$ cat config.mk
export PLATFORM = sky130hd
export DESIGN_NAME = flash_id_probe
export DESIGN_NICKNAME = d
export VERILOG_FILES = /design/src/rtl/flash_probe_pkg.sv /design/src/rtl/fp_geom_decode.sv /design/src/rtl/fp_wait_timer.sv /design/src/rtl/fp_sequencer.sv /design/src/rtl/flash_id_probe.sv
export SDC_FILE = /design/constraint.sdc
export NUM_CORES = 1
export LEC_CHECK = 0
export ABC_AREA = 1
export BUFFER_PORTS_ARGS = -buffer_cell sky130_fd_sc_hd__buf_2
export CAP_MARGIN = 20
export CELL_PAD_IN_SITES_DETAIL_PLACEMENT = 0
export CELL_PAD_IN_SITES_GLOBAL_PLACEMENT = 1
export CORE_ASPECT_RATIO = 0.75
export CORE_MARGIN = 2
export CORE_UTILIZATION = 41
export DETAILED_ROUTE_END_ITERATION = 6
export GPL_TIMING_DRIVEN = 0
export HOLD_SLACK_MARGIN = 0.12
export PLACE_DENSITY_LB_ADDON = 0.1
export SETUP_SLACK_MARGIN = 0.4
export SLEW_MARGIN = 25
export SYNTH_ARGS = -nofsm -noshare
export SYNTH_HDL_FRONTEND = slang
export SYNTH_SLANG_ARGS = --single-unit
$ cat constraint.sdc
create_clock -name clk -period 2.3 [get_ports clk]
set_input_delay 0.23 -clock clk [delete_from_list [all_inputs] [get_ports clk]]
set_output_delay 0.23 -clock clk [all_outputs]
set_load 0.01 [all_outputs]
$ cat src/rtl/flash_probe_pkg.sv
// Shared constants, phase and frame encodings, and the geometry record for
// the flash identification probe. Assumes an 8-bit serializer interface.
package flash_probe_pkg;
    localparam int BYTE_W  = 8;
    localparam int SHIFT_W = 4;
    localparam int COUNT_W = 14;
    localparam int IDX_W   = 2;

    localparam logic [BYTE_W-1:0] OP_IDENT  = 8'h9F;
    localparam logic [BYTE_W-1:0] OP_STATUS = 8'hD7;
    localparam logic [BYTE_W-1:0] FILLER    = 8'hFF;
    localparam logic [BYTE_W-1:0] VENDOR_OK = 8'h1F;
    localparam logic [2:0]        FAMILY_OK = 3'b001;

    localparam int READY_BIT  = 7;
    localparam int BINARY_BIT = 0;

    typedef enum logic [2:0] {
        PH_IDLE, PH_SELECT, PH_ISSUE, PH_AWAIT, PH_RELEASE, PH_PAUSE, PH_FINISH
    } phase_t;

    typedef enum logic [1:0] {
        FR_IDENT, FR_STATUS, FR_REPROG
    } frame_t;

    typedef struct packed {
        logic [SHIFT_W-1:0] shift;
        logic [COUNT_W-1:0] pages;
    } geom_t;

    // Byte order of the page-size reprogramming frame.
    function automatic logic [BYTE_W-1:0] reprog_byte(input logic [IDX_W-1:0] idx);
        case (idx)
            2'd0:    return 8'h3D;
            2'd1:    return 8'h2A;
            2'd2:    return 8'h80;
            default: return 8'hA6;
        endcase
    endfunction
endpackage

$ cat src/rtl/fp_geom_decode.sv
// Validates the vendor byte and family field of the identification bytes and
// maps the capacity code to page-size exponent and page count.
// Purely combinational; assumes its inputs are held stable by the caller.
module fp_geom_decode
    import flash_probe_pkg::*;
(
    input  logic [BYTE_W-1:0] vendor,
    input  logic [BYTE_W-1:0] device,
    output logic              known,
    output geom_t             geom
);
    // Accept only the expected vendor and family, then decode capacity.
    always_comb begin
        known = 1'b0;
        geom  = '0;
        if (vendor == VENDOR_OK && device[7:5] == FAMILY_OK) begin
            known = 1'b1;
            case (device[4:0])
                5'h02:   geom = '{shift: 4'd8,  pages: 14'd512};
                5'h03:   geom = '{shift: 4'd8,  pages: 14'd1024};
                5'h04:   geom = '{shift: 4'd8,  pages: 14'd2048};
                5'h05:   geom = '{shift: 4'd8,  pages: 14'd4096};
                5'h06:   geom = '{shift: 4'd9,  pages: 14'd4096};
                5'h07:   geom = '{shift: 4'd9,  pages: 14'd8192};
                5'h08:   geom = '{shift: 4'd10, pages: 14'd8192};
                default: known = 1'b0;
            endcase
        end
    end
endmodule

$ cat src/rtl/fp_wait_timer.sv
// Down-counter that measures the idle gap before each status read.
// A load arms it with GAP_CYCLES; while run is high it counts, and expired
// rises in the last of GAP_CYCLES run cycles. Assumes GAP_CYCLES >= 1.
module fp_wait_timer #(
    parameter int GAP_CYCLES = 2500
) (
    input  logic clk,
    input  logic rst_n,
    input  logic load,
    input  logic run,
    output logic expired
);
    localparam int CW = $clog2(GAP_CYCLES + 1);

    logic [CW-1:0] remain;

    // Arm on load, count down while running.
    always_ff @(posedge clk) begin
        if (!rst_n) begin
            remain <= '0;
        end else if (load) begin
            remain <= CW'(GAP_CYCLES);
        end else if (run && remain > CW'(1)) begin
            remain <= remain - CW'(1);
        end
    end

    assign expired = run && (remain <= CW'(1));
endmodule

$ cat src/rtl/fp_sequencer.sv
// Frame sequencer of the probe: owns chip select, offers bytes to the
// serializer one at a time, captures the reply bytes and decides the next
// frame. Assumes byte_done arrives only after a byte_go and at most once per byte.
module fp_sequencer
    import flash_probe_pkg::*;
#(
    parameter int MAX_POLLS = 64
) (
    input  logic               clk,
    input  logic               rst_n,
    input  logic               start,
    input  logic               byte_done,
    input  logic [BYTE_W-1:0]  byte_rx,
    input  logic               id_known,
    input  geom_t              id_geom,
    input  logic               timer_expired,
    output logic               cs_n,
    output logic               byte_go,
    output logic [BYTE_W-1:0]  byte_tx,
    output logic [BYTE_W-1:0]  vendor,
    output logic [BYTE_W-1:0]  device,
    output logic               timer_load,
    output logic               timer_run,
    output logic               done,
    output logic               ok,
    output logic [SHIFT_W-1:0] page_shift,
    output logic [COUNT_W-1:0] page_count
);
    localparam int PW = $clog2(MAX_POLLS + 1);

    phase_t           phase;
    frame_t           frame;
    logic [IDX_W-1:0] idx;
    logic [IDX_W-1:0] last_idx;
    logic [PW-1:0]    polls;
    logic             st_ready;
    logic             st_binary;
    logic             pass;
    geom_t            geom_q;

    // Index of the final byte of the current frame.
    always_comb last_idx = (frame == FR_STATUS) ? 2'd1 : 2'd3;

    // Phase machine, reply capture and end-of-frame decisions.
    always_ff @(posedge clk) begin
        if (!rst_n) begin
            phase     <= PH_IDLE;
            frame     <= FR_IDENT;
            idx       <= '0;
            polls     <= '0;
            vendor    <= '0;
            device    <= '0;
            st_ready  <= 1'b0;
            st_binary <= 1'b0;
            pass      <= 1'b0;
            geom_q    <= '0;
        end else begin
            case (phase)
                PH_IDLE: begin
                    if (start) begin
                        frame  <= FR_IDENT;
                        idx    <= '0;
                        pass   <= 1'b0;
                        geom_q <= '0;
                        phase  <= PH_SELECT;
                    end
                end
                PH_SELECT: phase <= PH_ISSUE;
                PH_ISSUE:  phase <= PH_AWAIT;
                PH_AWAIT: begin
                    if (byte_done) begin
                        if (frame == FR_IDENT && idx == 2'd1) vendor <= byte_rx;
                        if (frame == FR_IDENT && idx == 2'd2) device <= byte_rx;
                        if (frame == FR_STATUS && idx == 2'd1) begin
                            st_ready  <= byte_rx[READY_BIT];
                            st_binary <= byte_rx[BINARY_BIT];
                        end
                        if (idx == last_idx) begin
                            phase <= PH_RELEASE;
                        end else begin
                            idx   <= idx + 2'd1;
                            phase <= PH_ISSUE;
                        end
                    end
                end
                PH_RELEASE: begin
                    idx <= '0;
                    case (frame)
                        FR_IDENT: begin
                            if (id_known) begin
                                geom_q <= id_geom;
                                polls  <= '0;
                                phase  <= PH_PAUSE;
                            end else begin
                                phase <= PH_FINISH;
                            end
                        end
                        FR_STATUS: begin
                            if (st_ready) begin
                                if (st_binary) begin
                                    pass  <= 1'b1;
                                    phase <= PH_FINISH;
                                end else begin
                                    frame <= FR_REPROG;
                                    phase <= PH_SELECT;
                                end
                            end else if (polls >= PW'(MAX_POLLS)) begin
                                phase <= PH_FINISH;
                            end else begin
                                phase <= PH_PAUSE;
                            end
                        end
                        default: phase <= PH_FINISH;
                    endcase
                end
                PH_PAUSE: begin
                    if (timer_expired) begin
                        frame <= FR_STATUS;
                        polls <= polls + PW'(1);
                        phase <= PH_SELECT;
                    end
                end
                PH_FINISH: phase <= PH_IDLE;
                default:   phase <= PH_IDLE;
            endcase
        end
    end

    // Byte offered to the serializer for the current frame and index.
    always_comb begin
        case (frame)
            FR_IDENT:  byte_tx = (idx == 2'd0) ? OP_IDENT : FILLER;
            FR_STATUS: byte_tx = (idx == 2'd0) ? OP_STATUS : FILLER;
            default:   byte_tx = reprog_byte(idx);
        endcase
    end

    // Port-level decode of the phase register.
    always_comb begin
        cs_n       = !(phase == PH_SELECT || phase == PH_ISSUE || phase == PH_AWAIT);
        byte_go    = (phase == PH_ISSUE);
        timer_load = (phase == PH_RELEASE);
        timer_run  = (phase == PH_PAUSE);
        done       = (phase == PH_FINISH);
        ok         = done && pass;
        page_shift = ok ? geom_q.shift : '0;
        page_count = ok ? geom_q.pages : '0;
    end
endmodule

$ cat src/rtl/flash_id_probe.sv
// Top of the serial flash identification probe. Ties the sequencer to the
// ID decoder and to the inter-poll wait timer. The wait is CLK_MHZ*POLL_GAP_US
// cycles; the serializer behind byte_go/byte_done runs SPI mode 0, 8 bits.
module flash_id_probe
    import flash_probe_pkg::*;
#(
    parameter int CLK_MHZ     = 250,
    parameter int POLL_GAP_US = 10,
    parameter int MAX_POLLS   = 64
) (
    input  logic               clk,
    input  logic               rst_n,
    input  logic               start,
    output logic               cs_n,
    output logic               byte_go,
    output logic [BYTE_W-1:0]  byte_tx,
    input  logic               byte_done,
    input  logic [BYTE_W-1:0]  byte_rx,
    output logic               done,
    output logic               ok,
    output logic [SHIFT_W-1:0] page_shift,
    output logic [COUNT_W-1:0] page_count
);
    localparam int GAP_CYCLES = CLK_MHZ * POLL_GAP_US;

    logic [BYTE_W-1:0] vendor;
    logic [BYTE_W-1:0] device;
    logic              id_known;
    geom_t             id_geom;
    logic              timer_load;
    logic              timer_run;
    logic              timer_expired;

    fp_geom_decode u_decode (
        .vendor (vendor),
        .device (device),
        .known  (id_known),
        .geom   (id_geom)
    );

    fp_wait_timer #(.GAP_CYCLES(GAP_CYCLES)) u_timer (
        .clk     (clk),
        .rst_n   (rst_n),
        .load    (timer_load),
        .run     (timer_run),
        .expired (timer_expired)
    );

    fp_sequencer #(.MAX_POLLS(MAX_POLLS)) u_seq (
        .clk           (clk),
        .rst_n         (rst_n),
        .start         (start),
        .byte_done     (byte_done),
        .byte_rx       (byte_rx),
        .id_known      (id_known),
        .id_geom       (id_geom),
        .timer_expired (timer_expired),
        .cs_n          (cs_n),
        .byte_go       (byte_go),
        .byte_tx       (byte_tx),
        .vendor        (vendor),
        .device        (device),
        .timer_load    (timer_load),
        .timer_run     (timer_run),
        .done          (done),
        .ok            (ok),
        .page_shift    (page_shift),
        .page_count    (page_count)
    );
endmodule

==> results of run 1 <==
## worst max-delay path, cell delays in order, from the launching register on
cell	delay [ps]
dfxtp_4	380
inv_1	100
ha_1	200
or2_2	300
buf_4	140
buf_2	130
## final timing paths
kind	start	endpoint	slack [ps]	depth (start not counted)
max	u_seq.idx[0]	byte_tx[4]	520	5
min	byte_rx[2]	u_seq.device[2]	180	3
max reg2reg	u_timer.remain[0]	u_seq.polls[3]	560	9
min reg2reg	u_seq.geom_q[15]	u_seq.geom_q[15]	460	2
## metrics by stage
step | std cells | instance area, µm²
after floorplan | 461 | 3109
after global placement | 593 | 3391
after detailed placement | 593 | 3391
after CTS | 601 | 3515
after global routing | 605 | 3573
final | 605 | 3573
## power groups by stage
stage | logic (µW) | clock network [µW] | registers (µW)
2_1_floorplan | 175 | 0 | 970
3_3_place_gp | 238 | 0 | 973
3_5_place_dp | 240 | 0 | 973
4_1_cts | 242 | 696 | 953
5_1_grt | 276 | 732 | 956
6_report | 244 | 665 | 953
## sequential cells by signal, indices dropped and copies added (netlist names)
signal and flops:
u_seq.polls 7, u_seq.pass 1, u_seq.frame 2, u_seq.vendor 8, u_seq.st_binary 1, u_seq.idx 2, u_seq.geom_q 8, u_seq.device 8
u_timer.remain 12, u_seq.st_ready 1, u_seq.phase 3
## layout by cell type (no fill, tap or decap), types with 2 or more instances in the layout
cell type  Yosys  final
a21oi_1       45     45
nor2_2         6      7
nand2_2        4      4
xnor2_1        2      2
o211ai_1       2      2
buf_4         13     15
o21ai_1        6      8
nor2_1        66     65
nor2_4         2      2
dfxtp_2        0      2
nand2_1       66     66
buf_2          3     34
or2_2          2      2
clkbuf_1       3      4
ha_1           9      9
conb_1         1     10
inv_2          6      6
nand3_1       25     25
nand2_4        4      5
dfxtp_1       53     50
o21ai_0       31     29
nand3_2        3      3
o21ai_4        2      2
clkbuf_8       0      6
a31oi_1        2      2
inv_1         61     61
buf_6          2      2
xor2_1         2      2
nand4_1       11     11
o21bai_1       3      3
nor3_1        10      9
## synthesized netlist by cell type, types with 3 or more instances
| cell | n |
|---|---|
| nand2_1 | 66 |
| nor2_1 | 66 |
| inv_1 | 61 |
| dfxtp_1 | 53 |
| a21oi_1 | 45 |
| o21ai_0 | 31 |
| nand3_1 | 25 |
| buf_4 | 13 |
| nand4_1 | 11 |
| nor3_1 | 10 |
| ha_1 | 9 |
| inv_2 | 6 |
| nor2_2 | 6 |
| o21ai_1 | 6 |
| nand2_2 | 4 |
| nand2_4 | 4 |
| buf_2 | 3 |
| clkbuf_1 | 3 |
| nand3_2 | 3 |
| o21bai_1 | 3 |
## what timing repair did
action / CTS / global route
pin swaps: 0 / 3
gates cloned: 0 / 1
setup endpoints to repair: 9 / 23
buffers inserted: 0 / 3
gates resized for setup: 2 / 9
## layer usage
metal,part of all wire,GRT usage
met3,0.055,0.03612
met5,0,0
met1,0.55,0.2806
met2,0.39,0.2836
met4,0.0056,0.03243
## area by class of cell
type	count	area, µm²	share of cell area
plain buffers	22	150.1	0.04202
flip-flops and latches	53	1067	0.2987
clock inverters	1	30.03	0.008403
clock buffers	7	86.33	0.02416
well taps	101	126.4	0.03536
inverters	68	257.7	0.07213
repair buffers	34	190.2	0.05322
multi-input cells	319	1665	0.4660
## cells by family after synthesis
family | count (synthesis)
AO/OA/AOI/OAI | 94
XOR/XNOR | 4
adder cells (fa/ha/maj) | 9
buffers and inverters | 90
flip-flops | 53
other | 1
AND/OR/NAND/NOR | 201
==> results.sh, run 1 <==
export IMPL_ctsHtreeMaxLevel=2
export IMPL_synth_simple_area_share=0.3051
export IMPL_drv_slew=0
export IMPL_combPwrFrac=0.131
export IMPL_hold_ws_ps=175.2
export IMPL_start_util=0.4215
export IMPL_grt_pass1_vias=2628
export IMPL_finalSetupTns_ps=0
export IMPL_via_count=2854
export IMPL_pin_count=42
export IMPL_core_area_um2=7297
export IMPL_fin_skew_ps=9.254
export IMPL_synth_top_family_by_area="simple AND/OR/NAND/NOR gates"
export IMPL_clock_latency_ps=310
export IMPL_swShare=0.2599
export IMPL_cts_tree="done"
export IMPL_synth_mux_area_frac=0
export IMPL_antenna_found_initial=0
export IMPL_synth_xor_area_frac=0.01139
export IMPL_async_flop_share=0
export IMPL_critical_path_required_ps=2070
export IMPL_rows=27
export IMPL_drt_first_pass_iters=5
export IMPL_peakVddDrop_v=0.0002523
export IMPL_die_w_um=104.0
export IMPL_synth_top_area_share=0.3450
export IMPL_critPathMaxFanout=5
export IMPL_p_switching_uw=483.7
export IMPL_grt_pass1_wl_um=12560
export IMPL_drt_iter0_drc=145
export IMPL_finalPower_uw=1861
export IMPL_layout_drive_gt1_share=0.1925
export IMPL_cts_root_buffer_cell="clkbuf_8"
export IMPL_clk_pin_slew_ps=90
export IMPL_port_buffers=31
export IMPL_max_freq_mhz=560.7
export IMPL_nNetsFinal=524
export IMPL_avgSynthCellArea_um2=6.804
export IMPL_crit_path_end_kind="primary output"
export IMPL_ant_nets=0
export IMPL_syn_to_final_growth_pct=16.19
export IMPL_synth_compound_area_frac=0.1680
export IMPL_cellLeakagePower_uw=0.001589
export IMPL_cp_arrival_ps=1550
export IMPL_cts_hold_buffers=0
export IMPL_via_per_inst=4.717
export IMPL_die_area_um2=8217
export IMPL_die_y_um=79.01
export IMPL_seqPwrFrac=0.512
export IMPL_start_kind="flip-flop"
export IMPL_grt_total_usage=0.1880
export IMPL_ys_seq_elements=53
export IMPL_syn_area_um2=3075
export IMPL_final_hold_viol_count=0
export IMPL_wl_per_cell_um=12.18
export IMPL_hpwl_um=5605
export IMPL_numCtsBuffers=5
export IMPL_ys_warn_count=0
export IMPL_routed_wl_um=7369
export IMPL_grt_max_degree=16
export IMPL_yosys_top_cells_area="dfxtp_1 (34%), nand2_1 (8.1%), nor2_1 (8.1%)"
export IMPL_clkPwrFrac=0.357
export IMPL_syn_inst=452
export IMPL_critPathKind="reg2out"
export IMPL_final_core_util=0.4897
export IMPL_pre_cts_ws_ps=475.7
export IMPL_setup_ws_ps=516.6
export IMPL_relSlewSlack=0.6420
export IMPL_place_congestion=0.8139
export IMPL_seq_area_frac_synth=0.3450
export IMPL_min_path_type="in2reg"
export IMPL_period_needed_ps=1783
export IMPL_rsz0062_at_grt="true"
export IMPL_fillers=776
export IMPL_drcViolationCount=0
export IMPL_yosys_area_share_adder=0.03662
export IMPL_yosys_most_used_dff="dfxtp_1"
export IMPL_grt_overflow=0
export IMPL_clock_sinks=53
export IMPL_synth_distinct_cells=36
export IMPL_cellPowerDensity_nw_per_um2=520.9
export IMPL_setup_viol=0
export IMPL_worst_pin_slew_ps=537.1
export IMPL_yosysTopAreaCell="dfxtp_1"
export IMPL_p_int_uw=1377
export IMPL_maxCapViolCount=0
export IMPL_outcome="complete, no violations"
export IMPL_synth_edf_count=0
export IMPL_insertedDiodeCount=0
export IMPL_post_route_period_util=0.7754
export IMPL_clockBufferDepth=2
No activity file was read; power rests on OpenSTA's default activity.
==> run 2, diff against run 1 <==
==> constraint.sdc (replaced) <==
create_clock -name clk -period 1.7 [get_ports clk]
set_input_delay 0.17 -clock clk [delete_from_list [all_inputs] [get_ports clk]]
set_output_delay 0.17 -clock clk [all_outputs]
set_load 0.01 [all_outputs]
==> results.sh, run 2 (same netlist as run 1, synthesis figures left out) <==
export IMPL_clockBufferDepth=2
export IMPL_r2r_start="u_timer.remain[0]"
export IMPL_routed_wl_um=9862
export IMPL_final_area_um2=4986
export IMPL_die_y_um=79.01
export IMPL_pre_cts_ws_ps=30.62
export IMPL_regMostFlops="u_timer.remain"
export IMPL_met3_length_um=482
export IMPL_clock_latency_ps=320
export IMPL_r2r_slack_ps=100
export IMPL_die_area_um2=8217
export IMPL_start_util=0.4215
export IMPL_drt_iter0_drc=157
export IMPL_clk_pin_slew_ps=100
export IMPL_place_congestion=0.8062
export IMPL_layout_commonest_cell="inv_1"
export IMPL_startpoint="u_seq.phase[2]"
export IMPL_critical_path_required_ps=1530
export IMPL_maxCapViolCount=0
export IMPL_hpwl_um=5585
export IMPL_slowest_delay_ps=340
export IMPL_cellLeakagePower_uw=0.002050
export IMPL_ctsHtreeMaxLevel=2
export IMPL_setup_viol=0
export IMPL_die_w_um=104.0
export IMPL_reg2regPathDepth=12
export IMPL_syn_to_final_growth_pct=62.12
export IMPL_grt_overflow=0
export IMPL_antenna_found_initial=0
export IMPL_via_per_inst=5.012
export IMPL_numCtsBuffers=5
export IMPL_grt_pass1_vias=2963
export IMPL_cts_root_buffer_cell="clkbuf_8"
export IMPL_hold_ws_ps=129.8
export IMPL_port_buffers=31
export IMPL_post_route_period_util=0.9573
export IMPL_cp_slowest_cell="dfxtp_2"
export IMPL_wl_per_cell_um=14.92
export IMPL_ant_nets=0
export IMPL_cp_arrival_ps=1460
export IMPL_worstHoldStart="byte_rx[7]"
export IMPL_pin_count=42
export IMPL_cts_tree="done"
export IMPL_critPathKind="reg2out"
export IMPL_rows=27
export IMPL_path_buf_inv=3
export IMPL_hold_end="u_seq.device[7]"
export IMPL_met2_length_um=4660
export IMPL_topRoutingLayerUsed="met4"
export IMPL_clock_sinks=53
export IMPL_start_kind="flip-flop"
export IMPL_worst_pin_slew_ps=877.3
export IMPL_critPathMaxFanout=5
export IMPL_wl_met1_um=4649
export IMPL_drt_first_pass_iters=4
export IMPL_via_count=3313
export IMPL_holdPathStages=3
export IMPL_peakVddDrop_v=0.0003745
export IMPL_layout_common_cells="inv_1 (45), nand2_1 (44), buf_4 (41)"
export IMPL_crit_path_end_kind="primary output"
export IMPL_nNetsFinal=580
export IMPL_largest_reg_flops=12
export IMPL_path_cells="buf_6, inv_4, nor3_4, nand2_4, nor2_1, buf_2"
export IMPL_setup_ws_ps=72.52
export IMPL_grt_pass1_wl_um=14570
export IMPL_layout_drive_gt1_share=0.5357
export IMPL_period_needed_ps=1627
export IMPL_outcome="complete, no violations"
export IMPL_rsz0062_at_grt="true"
export IMPL_fin_skew_ps=11.44
export IMPL_reg2reg_to="u_timer.remain[8]"
export IMPL_grt_max_degree=19
export IMPL_max_freq_mhz=614.4
export IMPL_grt_total_usage=0.2197
export IMPL_insertedDiodeCount=0
export IMPL_core_area_um2=7297
export IMPL_cellPowerDensity_nw_per_um2=537.6
export IMPL_relSlewSlack=0.4151
export IMPL_min_path_type="in2reg"
export IMPL_drv_slew=0
export IMPL_final_hold_viol_count=0
export IMPL_cpLargestDelayFamily="simple AND/OR/NAND/NOR gates"
export IMPL_drcViolationCount=0
export IMPL_postPlaceCellArea_um2=3467
==> run 2: final cells by class <==
cell class | instances | area (µm²)
plain buffers | 22 | 188.9
clock buffers | 5 | 68.82
clock inverters | 3 | 25.02
fillers | 609 | 2311
inverters | 68 | 299.0
multi-input cells | 320 | 2405
flip-flops and latches | 53 | 1101
well taps | 101 | 126.4
repair buffers | 89 | 772.0
==> run 2: worst min-delay path, stage by stage <==
cell and delay (ps):
buf_2 100, o21ai_1 60, nor2_1 70
==> run 2: worst max-delay path by stage <==
stage / end / slack, ps / depth (start not counted)
2_1_floorplan: u_seq.polls[0] / 250 / 9
3_3_place_gp: u_seq.polls[0] / 50 / 8
3_5_place_dp: u_seq.polls[4] / 30 / 8
4_1_cts: page_count[12] / 70 / 6
5_1_grt: page_shift[3] / -9 / 6
6_report: page_shift[0] / 70 / 6
==> run 2: repair_timing <==
item,in CTS,in global routing
pin swaps,36,43
cloned,6,1
hold buffers,6,0
setup endpoints to repair,72,72
gates resized for setup,118,146
endpoints found under the hold margin,8,0
buffers inserted,27,20
==> run 2: metrics by stage <==
step | util | std cells | TNS [ps] | power, µW
final | 0.6833 | 661 | 0 | 2681
after global routing | 0.6833 | 661 | -15.53 | 2797
after CTS | 0.5845 | 640 | 0 | 2532
after detailed placement | 0.4751 | 593 | 0 | 1659
after global placement | 0.4751 | 593 | 0 | 1657
after floorplan | - | 461 | 0 | 1566
==> run 2: power breakdown <==
group | internal, µW | switching (µW)
Combinational | 267 | 346
Sequential | 1260 | 31.7
Clock | 299 | 472
==> run 2: metal layers <==
layer	track usage	vias to the layer above
met2	0.3428	85
met1	0.3249	1563
li1	-	1658
met3	0.02956	7
met5	0	-
met4	0.04459	0
